<file path="config.mk">
export PLATFORM = sky130hd
export DESIGN_NAME = ds3_parity_mon
export DESIGN_NICKNAME = d
export VERILOG_FILES = /design/src/rtl/ds3_parity_mon.sv
export SDC_FILE = /design/constraint.sdc
export NUM_CORES = 1
export LEC_CHECK = 0
export BUFFER_PORTS_ARGS = -buffer_cell sky130_fd_sc_hd__buf_2
export CORE_MARGIN = 4
export CORE_UTILIZATION = 60
export CTS_CLUSTER_SIZE = 25
export DETAILED_ROUTE_END_ITERATION = 7
export GPL_ROUTABILITY_DRIVEN = 0
export PLACE_DENSITY_LB_ADDON = 0.3
export SETUP_SLACK_MARGIN = 0.5
export SYNTH_ARGS = -nofsm -noshare
export SYNTH_HDL_FRONTEND = slang
export SYNTH_SLANG_ARGS = --single-unit
</file>
<file path="constraint.sdc">
create_clock -name clk -period 6.1 [get_ports clk]
set_input_delay 0.915 -clock clk [delete_from_list [all_inputs] [get_ports clk]]
set_output_delay 0.915 -clock clk [all_outputs]
set_load 0.005 [all_outputs]
</file>
<file path="src/rtl/ds3_parity_mon.sv">
`timescale 1ns/1ps
module ds3_parity_mon #(
  parameter int CNT_W    = 16,
  parameter int WIN      = 5,
  parameter int OOF_HITS = 2
)(
  input  logic       clk,
  input  logic       rst_n,
  input  logic       bit_vld,
  input  logic       bit_in,
  input  logic       mf_start,
  input  logic       pay_q,
  input  logic       p1_q,
  input  logic       p2_q,
  input  logic       oof_en,
  input  logic       realign_done,
  input  logic       rd_en,
  input  logic [1:0] rd_addr,
  output logic [7:0] rd_data,
  output logic       perr_irq,
  output logic [2:0] febe_code,
  output logic       oof
);
  localparam logic [CNT_W-1:0] CNT_MAX = '1;

  logic             started, ref_ok, ref_par, acc;
  logic             p1_v, p2_v, p1_s, p2_s;
  logic [CNT_W-1:0] cnt;
  logic [7:0]       snap;
  logic [WIN-2:0]   win;
  logic             irq_r, oof_r;
  logic [2:0]       febe_r;

  wire tick    = bit_vld & ~oof_r;
  wire bnd     = tick & mf_start;
  wire chk     = bnd & started & ref_ok & p1_v & p2_v;
  wire ev_err  = chk & ((p1_s ^ p2_s) | (p1_s ^ ref_par));
  wire pay_bit = pay_q & bit_in;
  wire rd_st   = rd_en & (rd_addr == 2'd0);
  wire rd_hi   = rd_en & (rd_addr == 2'd1);
  wire [WIN-1:0] win_nx = {win, ev_err};
  wire [15:0]    cnt16  = 16'(cnt);

  always_ff @(posedge clk or negedge rst_n) begin
    if (!rst_n) begin
      started <= 1'b0;
      ref_ok  <= 1'b0;
      ref_par <= 1'b0;
      acc     <= 1'b0;
      p1_v    <= 1'b0;
      p2_v    <= 1'b0;
      p1_s    <= 1'b0;
      p2_s    <= 1'b0;
    end else if (realign_done) begin
      started <= 1'b0;
      ref_ok  <= 1'b0;
    end else if (tick) begin
      if (mf_start) begin
        started <= 1'b1;
        acc     <= pay_bit;
        if (started) begin
          ref_par <= acc;
          ref_ok  <= 1'b1;
        end
      end else begin
        acc <= acc ^ pay_bit;
      end
      if (mf_start || p1_q) begin
        p1_v <= p1_q;
        p1_s <= bit_in;
      end
      if (mf_start || p2_q) begin
        p2_v <= p2_q;
        p2_s <= bit_in;
      end
    end
  end

  always_ff @(posedge clk or negedge rst_n) begin
    if (!rst_n) begin
      oof_r  <= 1'b0;
      win    <= '0;
      febe_r <= 3'b111;
    end else if (realign_done) begin
      oof_r  <= 1'b0;
      win    <= '0;
      febe_r <= 3'b111;
    end else if (chk) begin
      win    <= win_nx[WIN-2:0];
      febe_r <= ev_err ? 3'b000 : 3'b111;
      if (oof_en && ($countones(win_nx) >= OOF_HITS))
        oof_r <= 1'b1;
    end
  end

  always_ff @(posedge clk or negedge rst_n) begin
    if (!rst_n) begin
      cnt  <= '0;
      snap <= '0;
    end else if (rd_hi) begin
      snap <= cnt16[7:0];
      cnt  <= ev_err ? CNT_W'(1) : '0;
    end else if (ev_err && cnt != CNT_MAX) begin
      cnt <= cnt + 1'b1;
    end
  end

  always_ff @(posedge clk or negedge rst_n) begin
    if (!rst_n)      irq_r <= 1'b0;
    else if (rd_st)  irq_r <= ev_err;
    else if (ev_err) irq_r <= 1'b1;
  end

  always_comb begin
    case (rd_addr)
      2'd0:    rd_data = {7'b0, irq_r};
      2'd1:    rd_data = cnt16[15:8];
      2'd2:    rd_data = snap;
      default: rd_data = 8'h00;
    endcase
  end

  assign perr_irq  = irq_r;
  assign febe_code = febe_r;
  assign oof       = oof_r;
endmodule

</file>
After elaboration in Yosys (flattened, before gate mapping)
Index checks and enable logic that the tools add are counted.

Register bits after elaboration: 41. Output and inout port bits: 13. Logic and storage cells: 80.

$add $sub $neg: 5. $lt $le $gt $ge: 1. Equality and inequality tests: 3. Mux-type cells: 22. Bitwise operators: 16. Reduce and logical (&&, ||, !) cells: 19.

Operator list (count): $mux 16 (2); $pmux 8 s3 (1); $add 16x1->16 const B (1); $ne 16x16->1 const B (1); $mux 1 (14); $reduce_bool 2->1 (7); $and 1x1->1 (10); $mux 3 (3); $reduce_and 3->1 (3); $mux 4 (2); $reduce_and 2->1 (3); $add 1x1->2 (2); $add 3x1->4 (1); $ge 4x2->1 const B (1); $reduce_and 4->1 (1); $add 2x2->3 (1); $xor 1x1->1 (3); $eq 2x1->1 const B (1); $eq 2x2->1 const B (1); $logic_and 1x1->1 (2); $logic_not 2->1 (1); $logic_or 1x1->1 (2); $not 1->1 (2); $or 1x1->1 (1).

Longest topological paths before layout
Gate-level depths: netlist of the first run.

Depth after elaboration: 16. Mapped depth: 9.

Least setup slack after synthesis of the first run
Ideal clock, no wire load.

Path kind: input -> register. From: input port mf_start. To: register oof_r, in the netlist oof. Setup time: 0.131 ns. Arrival: 2.363 ns. Required time: 5.969 ns. Slack: 3.605 ns. Stages on the path: 9. Buffers on the path: 2. Cells stage by stage: and4b_1 > nand4_1 > clkbuf_1 > inv_2 > buf_2 > ha_1 > a211o_1 > a31oi_1 > nor2_1.

Cells in the longest elaborated chain, start to end: 13. Elaborated cells between the ends (all ways): 14. Classes of those cells: 3 x add/sub; 1 x order compare; 6 x bitwise; 4 x reduce/logical.

Ends and longest elaborated chain: start, declared (line 11) `input logic mf_start,`; $and 1x1->1 (*) (line 35) `wire bnd = tick & mf_start;`; $and 1x1->1 (*) (4 in series) (line 36) `wire chk = bnd & started & ref_ok & p1_v & p2_v;`; $and 1x1->1 (line 37) `wire ev_err = chk & ((p1_s ^ p2_s) | (p1_s ^ ref_par));`; $add 1x1->2 (implied by the code) (line 91) `if (oof_en && ($countones(win_nx) >= OOF_HITS))`; $add 2x2->3 (implied by the code) (line 91); $add 3x1->4 (implied by the code) (line 91); $ge 4x2->1 (line 91); $logic_and 1x1->1 (line 91); $reduce_bool 2->1 (no line); $reduce_and 2->1 (no line) (*); end signal, assigned (line 81) `oof_r <= 1'b0;`; end signal, assigned (line 85) `oof_r <= 1'b0;`; end signal, assigned (line 92) `oof_r <= 1'b1;`; end, declared (line 31) `logic irq_r, oof_r;`.

Mark *: on every way between the ends. The rest lies on a longest branch, timed or not. A chain may end at the register's enable or synchronous reset.

Final worst setup path of the first run
Ends and elaborated chain as after synthesis.

==> flow_summary_export.csv, run 1 <==
group,metric,value,unit
pwr,leakagePower,1.09,nW
layout,diodes,0,
clock_network,cts_hold_buf,0,
drt,wl,4.40,mm
global_route,grt_overflow,0,
setup_path,crit_arrival,3.14,ns
global_route,grt_first_pass_wirelength,7.43,mm
drt,firstDrtPassIters,4,
layout,nets,256,
global_route,grt_util_all_layers,22.5,%
synthesis,ys_top_cells_by_area,"dfrtp_1 46%, nand2_1 7.4%, mux2i_1 4.3%",
global_route,globalRouteMet2Util,38.4,%
synthesis,synth_area_leader_cell,"dfrtp_1",
floorplanning,num_rows,21,
synthesis,synthArstFlopShare,100,%
setup_path,ff2ff_setup_slack,3.39,ns
sta,slew_headroom,18.4,%
sta,setup_viol_count_final,0,
floorplanning,ios,26,
synthesis,ys.flop_type,"dfrtp_1",
layout,final_layout_size_suffix_gt1_share,15.8,%
pwr,ir_worst_vdd,0.149,mV
clock_network,clkTransAtPathRegs,0.11,ns
layout,nFillCells,290,
drt,drc_errors,0,
synthesis,ys_ff_latch,39,
synthesis,mappedNetlistArea,2070,um^2
synthesis,ys_warn_count,0,
global_route,grt_max_degree,40,
setup_path,cp_max_fo,21,
layout,final_common_cell,"nand2_1",
drt,drtIter0Drc,107,
sta,worst_slew_pin_slew,1.21,ns
synthesis,yosysUniqueCellTypes,39,
setup_path,crit_type,"in -> reg",
floorplanning,die_w,66.8,um
synthesis,synthCells,222,
sta,rsz0062_at_grt,"no",
job,maxCapViolCount,0,
pwr,power_density,199,nW/um^2
setup_path,cp.required,6.35,ns
clock_network,clk_latency,0.35,ns
layout,final_cell_mix,"41 x nand2_1, 38 x dfrtp_1, 25 x buf_2",
placed_design,portBuffers,25,
global_route,use_met3,5.90,%
sta,tns,0,ns
clock_network,cts_buffer_depth,2,
clock_network,cts_resized,0,
drt,ant_nets,0,
sta,fin_hold_ws,0.486,ns
sta,period_share,47.4,%
status,status,"finished clean",
sta,skew,0.00962,ns
synthesis,syn-mean-instance-area,9.33,um^2
clock_network,clock_sinks,39,
clock_network,cts_max_level,2,
global_route,globalRouteMet1Util,26.4,%
floorplanning,start_util,62.1,%
clock_network,clockRootBuffer,"clkbuf_4",
global_route,grt_pass1_vias,1665,
synthesis,synth.top_cell.area_share,45.9,%
setup_path,cp-end-kind,"register",
drt,num_vias,1768,
synthesis,ys_seq_area_share,47.2,%
drt,via_per_inst,6.16,
clock_network,numCtsBuffers,5,
sta,period_minus_slack,2.89,ns
floorplanning,dieArea,4460,um^2
sta,fmax,0.346,GHz
drt,wire_per_inst,15.3,um
setup_path,startpoint_type,"primary input",
floorplanning,coreArea,3340,um^2
clock_network,cts_tree,"done",
synthesis,synth_nets,238,
clock_network,post_cts_buffers,0,
sta,slew_viol_final,0,
floorplanning,die_h,66.8,um
placed_design,hpwlAfterDp,3.05,mm
global_route,antenna_found_initial,0,
layout,syn_to_final_growth,8.94,%
min_path,hold_path.class,"reg -> reg",
sta,finalHoldViolations,0,
global_route,grt-busiest-layer,"met2",
synthesis,synth-edff-count,0,
path summary, 6_finish.rpt:
kind | startpoint | end | cells after the start
worst max-delay path | mf_start | oof | 8
max in group asynchronous | rst_n | cnt[13] | 1
min in group asynchronous | rst_n | cnt[3] | 1
worst max register to register | oof | oof | 7
worst min-delay path | snap[7] | snap[7] | 2
worst min register to register | snap[7] | snap[7] | 2
synth_stat cells (all sizes together), types with 8 or more instances:
| cell | count |
|---|---|
| o21ai | 10 |
| nor2 | 12 |
| a21oi | 10 |
| nand3 | 12 |
| nand2 | 41 |
| or4 | 8 |
| mux2i | 9 |
| nand4 | 9 |
| dfrtp | 38 |
| nand2b | 8 |
| a22o | 9 |
critical path: stages:
cell and delay (ns):
buf_2 0.13, and4b_1 0.22, nand4_1 0.66, inv_2 0.47
ha_1 0.29, a211o_1 0.25, a31oi_1 0.16, nor2_1 0.05
kinds of logic after synthesis:
family,share of synthesized area [%]
buf+inv,3.74
fa+ha+maj,2.17
simple gates,27.5
flops,47.2
compound gates,13.5
mux,5.98
state kept, by name (all words and copies together) (netlist names):
name,flops
cnt,16
p2_s,1
p2_v,1
p1_v,1
febe_code,1
ref_par,1
p1_s,1
oof,1
ref_ok,1
acc,1
snap,8
win,4
started,1
perr_irq,1
per-layer routing:
| layer | up-vias | wire [um] | part of all wire, % |
|---|---|---|---|
| met5 | - | 0 | 0 |
| met4 | 0 | 119 | 2.7 |
| met3 | 15 | 266 | 6.0 |
| met2 | 63 | 2110 | 48 |
| met1 | 837 | 1900 | 43 |
| li1 | 853 | - | - |
power breakdown:
| group | total, W | switching (W) | internal, W |
|---|---|---|---|
| Sequential | 0.000270 | 0.00000482 | 0.000265 |
| Clock | 0.000150 | 0.0000823 | 0.0000678 |
| Combinational | 0.0000285 | 0.0000182 | 0.0000103 |
| Total | 0.000449 | 0.000105 | 0.000343 |
layout make-up:
| cell class | count | area, um^2 | area share, % |
|---|---|---|---|
| inverter | 3 | 11.3 | 0.499 |
| sequential | 39 | 977 | 43.3 |
| tap | 46 | 57.6 | 2.55 |
| clock buffer | 8 | 68.8 | 3.05 |
| timing repair buffer | 25 | 125 | 5.54 |
| multi-input combinational | 166 | 1020 | 45.1 |
per-stage QoR:
stage / utilization [%] / worst slack (ns) / power, W / area [um^2] / instances
CTS: 67.6 / 3.24 / 0.000451 / 2260 / 287
floorplan: - / 3.61 / 0.000289 / 2070 / 222
global route: 67.6 / 3.06 / 0.000468 / 2260 / 287
finish: 67.6 / 3.21 / 0.000449 / 2260 / 287
detailed placement: 65.6 / 2.86 / 0.000304 / 2190 / 279
global placement: 65.6 / 2.92 / 0.000303 / 2190 / 279
(Power assumes the default switching activity.)
==> run 2: changes to the inputs <==
CORE_UTILIZATION = 57   (was 60)
clock period = 2.8 ns   (was 6.1 ns; I/O delays follow)
==> run 2 against run 1 <==
Clock skew grew 0.0052 ns. Sequential power grew 120%. Global-route usage shrank 0.74 points. Die area grew 4.6%. Utilization shrank 0.86 points. First-iteration DRC count grew 21%. Sequential cell count is the same. Critical path type is now reg -> reg. Largest power group unchanged.
==> flow_summary_export.csv, run 2 (synthesis gave the netlist of run 1 again) <==
group,metric,value,unit
setup_path,path_cells,"ha_1 > nand4_1 > or4_1 > nand4_1 > mux2i_1",
clock_network,cts_tree,"done",
global_route,grt_overflow,0,
clock_network,cts_buffer_depth,2,
setup_path,cp_slowest_stage_delay,0.69,ns
sta,rsz0062_at_grt,"no",
clock_network,cts_hold_buf,0,
placed_design,numPlacedInstances,283,
layout,syn_to_final_growth,10.1,%
drt,firstDrtPassIters,4,
sta,slew_headroom,41.7,%
layout,largestRegisters,"cnt (16), snap (8), win (4)",
pwr,clkPwrFrac,31.9,%
setup_path,crit_top_cell,"nand4_1",
pwr,seq_power_share,61.5,%
status,status,"finished clean",
global_route,grt_first_pass_wirelength,7.62,mm
floorplanning,die_w,68.3,um
pwr,power_frac_comb,6.7,%
floorplanning,ios,26,
placed_design,post-place-ws,0.743,ns
setup_path,cp.required,3.08,ns
setup_path,crit_arrival,2.38,ns
drt,wire_per_inst,15.1,um
layout,largest_reg_flops,16,
drt,drc_errors,0,
sta,worst_slack,0.705,ns
job,maxCapViolCount,0,
global_route,antenna_found_initial,0,
sta,slew_viol_final,0,
setup_path,crit_slowest_cell,"or4_1",
floorplanning,num_rows,21,
floorplanning,coreArea,3420,um^2
setup_path,startpoint_type,"register",
sta,worst_slew_pin_slew,0.875,ns
layout,final_common_cell,"nand2_1",
global_route,grt_pass1_vias,1636,
sta,setup_viol_count_final,0,
layout,regMostFlops,"cnt",
placed_design,hpwlAfterDp,3.07,mm
clock_network,clkTransAtPathRegs,0.12,ns
sta,fmax,0.477,GHz
setup_path,cp-end-kind,"register",
drt,ant_nets,0,
sta,period_minus_slack,2.10,ns
clock_network,clk_latency,0.36,ns
pwr,ir_worst_vdd,0.337,mV
global_route,grt_max_degree,40,
layout,final_cell_mix,"41 x nand2_1, 38 x dfrtp_1, 25 x buf_2",
pwr,power_density,420,nW/um^2
drt,drtIter0Drc,130,
layout,stdcell_count,291,
layout,diodes,0,
drt,wl,4.40,mm
pwr,switchingPower,0.000256,W
clock_network,cts_max_level,2,
clock_network,clock_sinks,39,
setup_path,cp_max_fo,8,
placed_design,portBuffers,25,
floorplanning,die_h,68.3,um
floorplanning,dieArea,4660,um^2
clock_network,numCtsBuffers,5,
layout,nets,260,
setup_path,crit_buf_inv,0,
pwr,intPower,0.000702,W
clock_network,post_cts_buffers,0,
sta,tns,0,ns
drt,num_vias,1773,
sta,skew,0.0148,ns
layout,final_layout_size_suffix_gt1_share,17.6,%
pwr,leakagePower,1.10,nW
floorplanning,start_util,60.7,%
min_path,hold_path.class,"in -> async",
drt,via_per_inst,6.09,
global_route,grt_util_all_layers,21.7,%
sta,finalHoldViolations,0,
setup_path,critPathTopFamily,"simple AND/OR/NAND/NOR gates",
clock_network,clockRootBuffer,"clkbuf_4",
setup_path,crit_type,"reg -> reg",
pwr,netSwitchingFraction,26.7,%
sta,period_share,74.8,%
clock_network,cts_resized,0,
==> run 2: changes by cell type in the layout (fill, tap and decap cells not counted), sizes merged <==
cell,before,now
clkbuf,8,5
clkinv,0,2
buf,25,29
clkinvlp,0,1
==> run 2: worst paths after layout <==
path / from / end / slack [ns] / cells past startpoint
worst max register to register: cnt[0] / cnt[12] / 0.70 / 5
worst min-delay path: rst_n / cnt[7] / 0.16 / 1
worst max-delay path: cnt[0] / cnt[12] / 0.70 / 5
min in group clk: p1_q / p1_v / 0.29 / 2
max in group asynchronous: rst_n / win[1] / 2.08 / 1
worst min register to register: snap[2] / snap[2] / 0.49 / 2
==> run 2: metrics by stage <==
stage	hold slack, ns	util, %	cell area (um^2)	power [W]
after floorplan	0.124	-	2070	0.000630
after global placement	0.460	64.9	2220	0.000662
after detailed placement	0.464	64.9	2220	0.000664
after CTS	0.171	66.8	2280	0.000970
after global routing	0.206	66.8	2280	0.00101
final	0.163	66.8	2280	0.000958
==> run 2: power groups by stage <==
| stage | clock [W] | sequential (W) | combinational [W] |
|---|---|---|---|
| finish | 0.000305 | 0.000589 | 0.0000639 |
| global route | 0.000341 | 0.000592 | 0.0000733 |
| CTS | 0.000316 | 0.000589 | 0.0000651 |
| detailed placement | 0 | 0.000599 | 0.0000645 |
| global placement | 0 | 0.000599 | 0.0000629 |
| floorplan | 0 | 0.000596 | 0.0000339 |
==> run 2: cell type report <==
| type | instances | area (um^2) |
|---|---|---|
| repair buffers | 29 | 155 |
| multi-input cells | 166 | 1020 |
| flip-flops and latches | 39 | 977 |
| inverters | 3 | 11.3 |
| fillers | 303 | 1130 |
| clock inverters | 3 | 25.0 |
| well taps | 46 | 57.6 |
| clock buffers | 5 | 37.5 |
==> run 2: metal layers <==
metal | global-route usage (%) | routed length (um) | vias to the layer above
met5 | 0 | 0 | -
met4 | 7.44 | 76 | 0
met3 | 5.58 | 182 | 7
met2 | 36.1 | 2190 | 44
met1 | 27.4 | 1950 | 862
li1 | - | - | 860
==> run 3: changes to the inputs <==
CORE_UTILIZATION = 52   (was 57)
clock period = 1.9 ns   (was 2.8 ns; I/O delays follow)
==> run 3 against run 2 <==
The run now ends with negative setup slack left. Die area increased by 8.5%. Routed wire length rose by 69%. Sequential cell count unchanged. Hold slack better by 0.076 ns. Power rose by 63%. Count of clock-buffer cells in the layout increased by 3. Sequential power grew 47%. Fmax rose by 8.9%. Largest cell class unchanged.
==> flow_summary_export.csv, run 3 (synthesis gave the netlist of run 1 again) <==
group,metric,value,unit
sta,worst_slew_pin_slew,0.461,ns
floorplanning,num_rows,22,
setup_path,crit_type,"reg -> reg",
global_route,grt_overflow,0,
job,maxCapViolCount,0,
sta,tns,-0.0246,ns
pwr,ir_worst_vdd,0.445,mV
layout,nFillCells,191,
sta,slew_viol_final,0,
drt,firstDrtPassIters,4,
floorplanning,start_util,55.3,%
sta,worst_slack,-0.0246,ns
drt,drc_errors,0,
sta,fmax,0.520,GHz
layout,regMostFlops,"cnt",
min_path,hold_end,"p1_v",
clock_network,clockRootBuffer,"clkbuf_8",
drt,wl,7.43,mm
layout,syn_to_final_growth,54.6,%
floorplanning,dieArea,5060,um^2
floorplanning,die_w,71.1,um
global_route,grt_util_all_layers,23.4,%
setup_path,ff2ff_setup_slack,-0.02,ns
layout,nets,329,
setup_path,crit_arrival,2.14,ns
clock_network,clk_latency,0.30,ns
sta,period_minus_slack,1.92,ns
min_path,hold_path.class,"in -> reg",
floorplanning,ios,26,
sta,period_share,101,%
setup_path,r2r_start,"cnt[3]",
layout,final_common_cell,"buf_4",
pwr,power_density,487,nW/um^2
placed_design,portBuffers,25,
clock_network,numCtsBuffers,5,
clock_network,clock_sinks,39,
setup_path,startpoint_type,"register",
pwr,finalPower,0.00156,W
status,violations,"negative setup slack",
clock_network,cts_buffer_depth,2,
sta,setup_viol_count_final,1,
drt,via_per_inst,6.09,
layout,largest_reg_flops,16,
sta,slew_headroom,69.0,%
setup_path,cp_max_fo,7,
setup_path,r2r_cells,5,
clock_network,cts_tree,"done",
pwr,leakagePower,1.53,nW
floorplanning,die_h,71.1,um
min_path,worstHoldStart,"p1_q",
layout,final_cell_mix,"50 x buf_4, 41 x nand2_1, 31 x dfrtp_1",
drt,drtIter0Drc,229,
sta,skew,0.0118,ns
clock_network,cts_max_level,2,
global_route,grt_max_degree,19,
setup_path,cp.required,2.11,ns
global_route,grt_pass1_vias,2003,
sta,finalHoldViolations,0,
layout,diodes,0,
floorplanning,coreArea,3740,um^2
drt,ant_nets,0,
min_path,min_path_cells,2,
sta,rsz0062_at_grt,"yes",
drt,num_vias,2204,
global_route,grt_first_pass_wirelength,9.31,mm
global_route,antenna_found_initial,0,
status,status,"finished, violations left",
setup_path,regToRegEndpoint,"cnt[10]",
layout,largestRegisters,"cnt (16), snap (8), win (4)",
layout,final_layout_size_suffix_gt1_share,47.1,%
setup_path,cp-end-kind,"register",
clock_network,clkTransAtPathRegs,0.08,ns
placed_design,hpwlAfterDp,3.60,mm
drt,wire_per_inst,20.5,um
-- run 3: layer usage --
layer,part of all wire (%),vias to the layer above,wire length (um),global-route usage [%]
li1,-,1003,-,-
met1,37,1049,2740,27.5
met2,52,116,3850,41.5
met3,6.8,36,505,5.54
met4,4.4,0,328,8.56
met5,0,-,0,0
-- run 3: through the flow --
step | cell area (um^2) | hold slack (ns) | util [%] | worst slack [ns] | std cells
2_1_floorplan | 2120 | -0.0106 | - | -0.00856 | 222
3_3_place_gp | 2410 | 0.219 | 64.3 | 0.0405 | 306
3_5_place_dp | 2410 | 0.222 | 64.3 | 0.000515 | 306
4_1_cts | 2800 | 0.234 | 74.8 | 0.114 | 335
5_1_grt | 3200 | 0.243 | 85.6 | -0.0904 | 362
6_report | 3200 | 0.239 | 85.6 | -0.0246 | 362
-- run 3: cell type report --
class	instances	area, um^2	area share (%)
Tap cell	48	60.1	1.88
Timing Repair Buffer	98	803	25.1
Inverter	3	13.8	0.430
Multi-Input combinational cell	166	1260	39.3
Sequential cell	39	986	30.8
Clock buffer	8	80.1	2.50
-- run 3: repair_timing --
item,CTS,global route
setup buffers,18,26
cloned,2,1
hold buffers,1,0
gates resized for setup,27,46
hold endpoints to repair,14,0
pin swaps,14,23
endpoints found under the setup margin,31,32
-- run 3: worst max-delay path, stage by stage, from the launching register on --
cell and delay, ns:
dfrtp_1 0.44, buf_6 0.14, nand4_1 0.20, or4_4 0.67, nand4_1 0.15, mux2i_1 0.23
-- run 3: where the power goes --
| group | leakage, nW | internal (W) | total (W) | switching, W |
|---|---|---|---|---|
| Clock | 0.0395 | 0.000261 | 0.000556 | 0.000294 |
| Combinational | 0.976 | 0.0000620 | 0.000139 | 0.0000766 |
| Sequential | 0.519 | 0.000851 | 0.000867 | 0.0000158 |
-- run 3: worst max-delay path by stage --
stage	cells after the start	slack, ns	startpoint	endpoint
2_1_floorplan	9	-0.009	ref_par	oof
3_3_place_gp	5	0.04	cnt[0]	cnt[11]
3_5_place_dp	5	0.0005	cnt[0]	cnt[12]
4_1_cts	5	0.11	oof	cnt[15]
5_1_grt	5	-0.09	cnt[3]	cnt[10]
6_report	5	-0.02	cnt[3]	cnt[10]
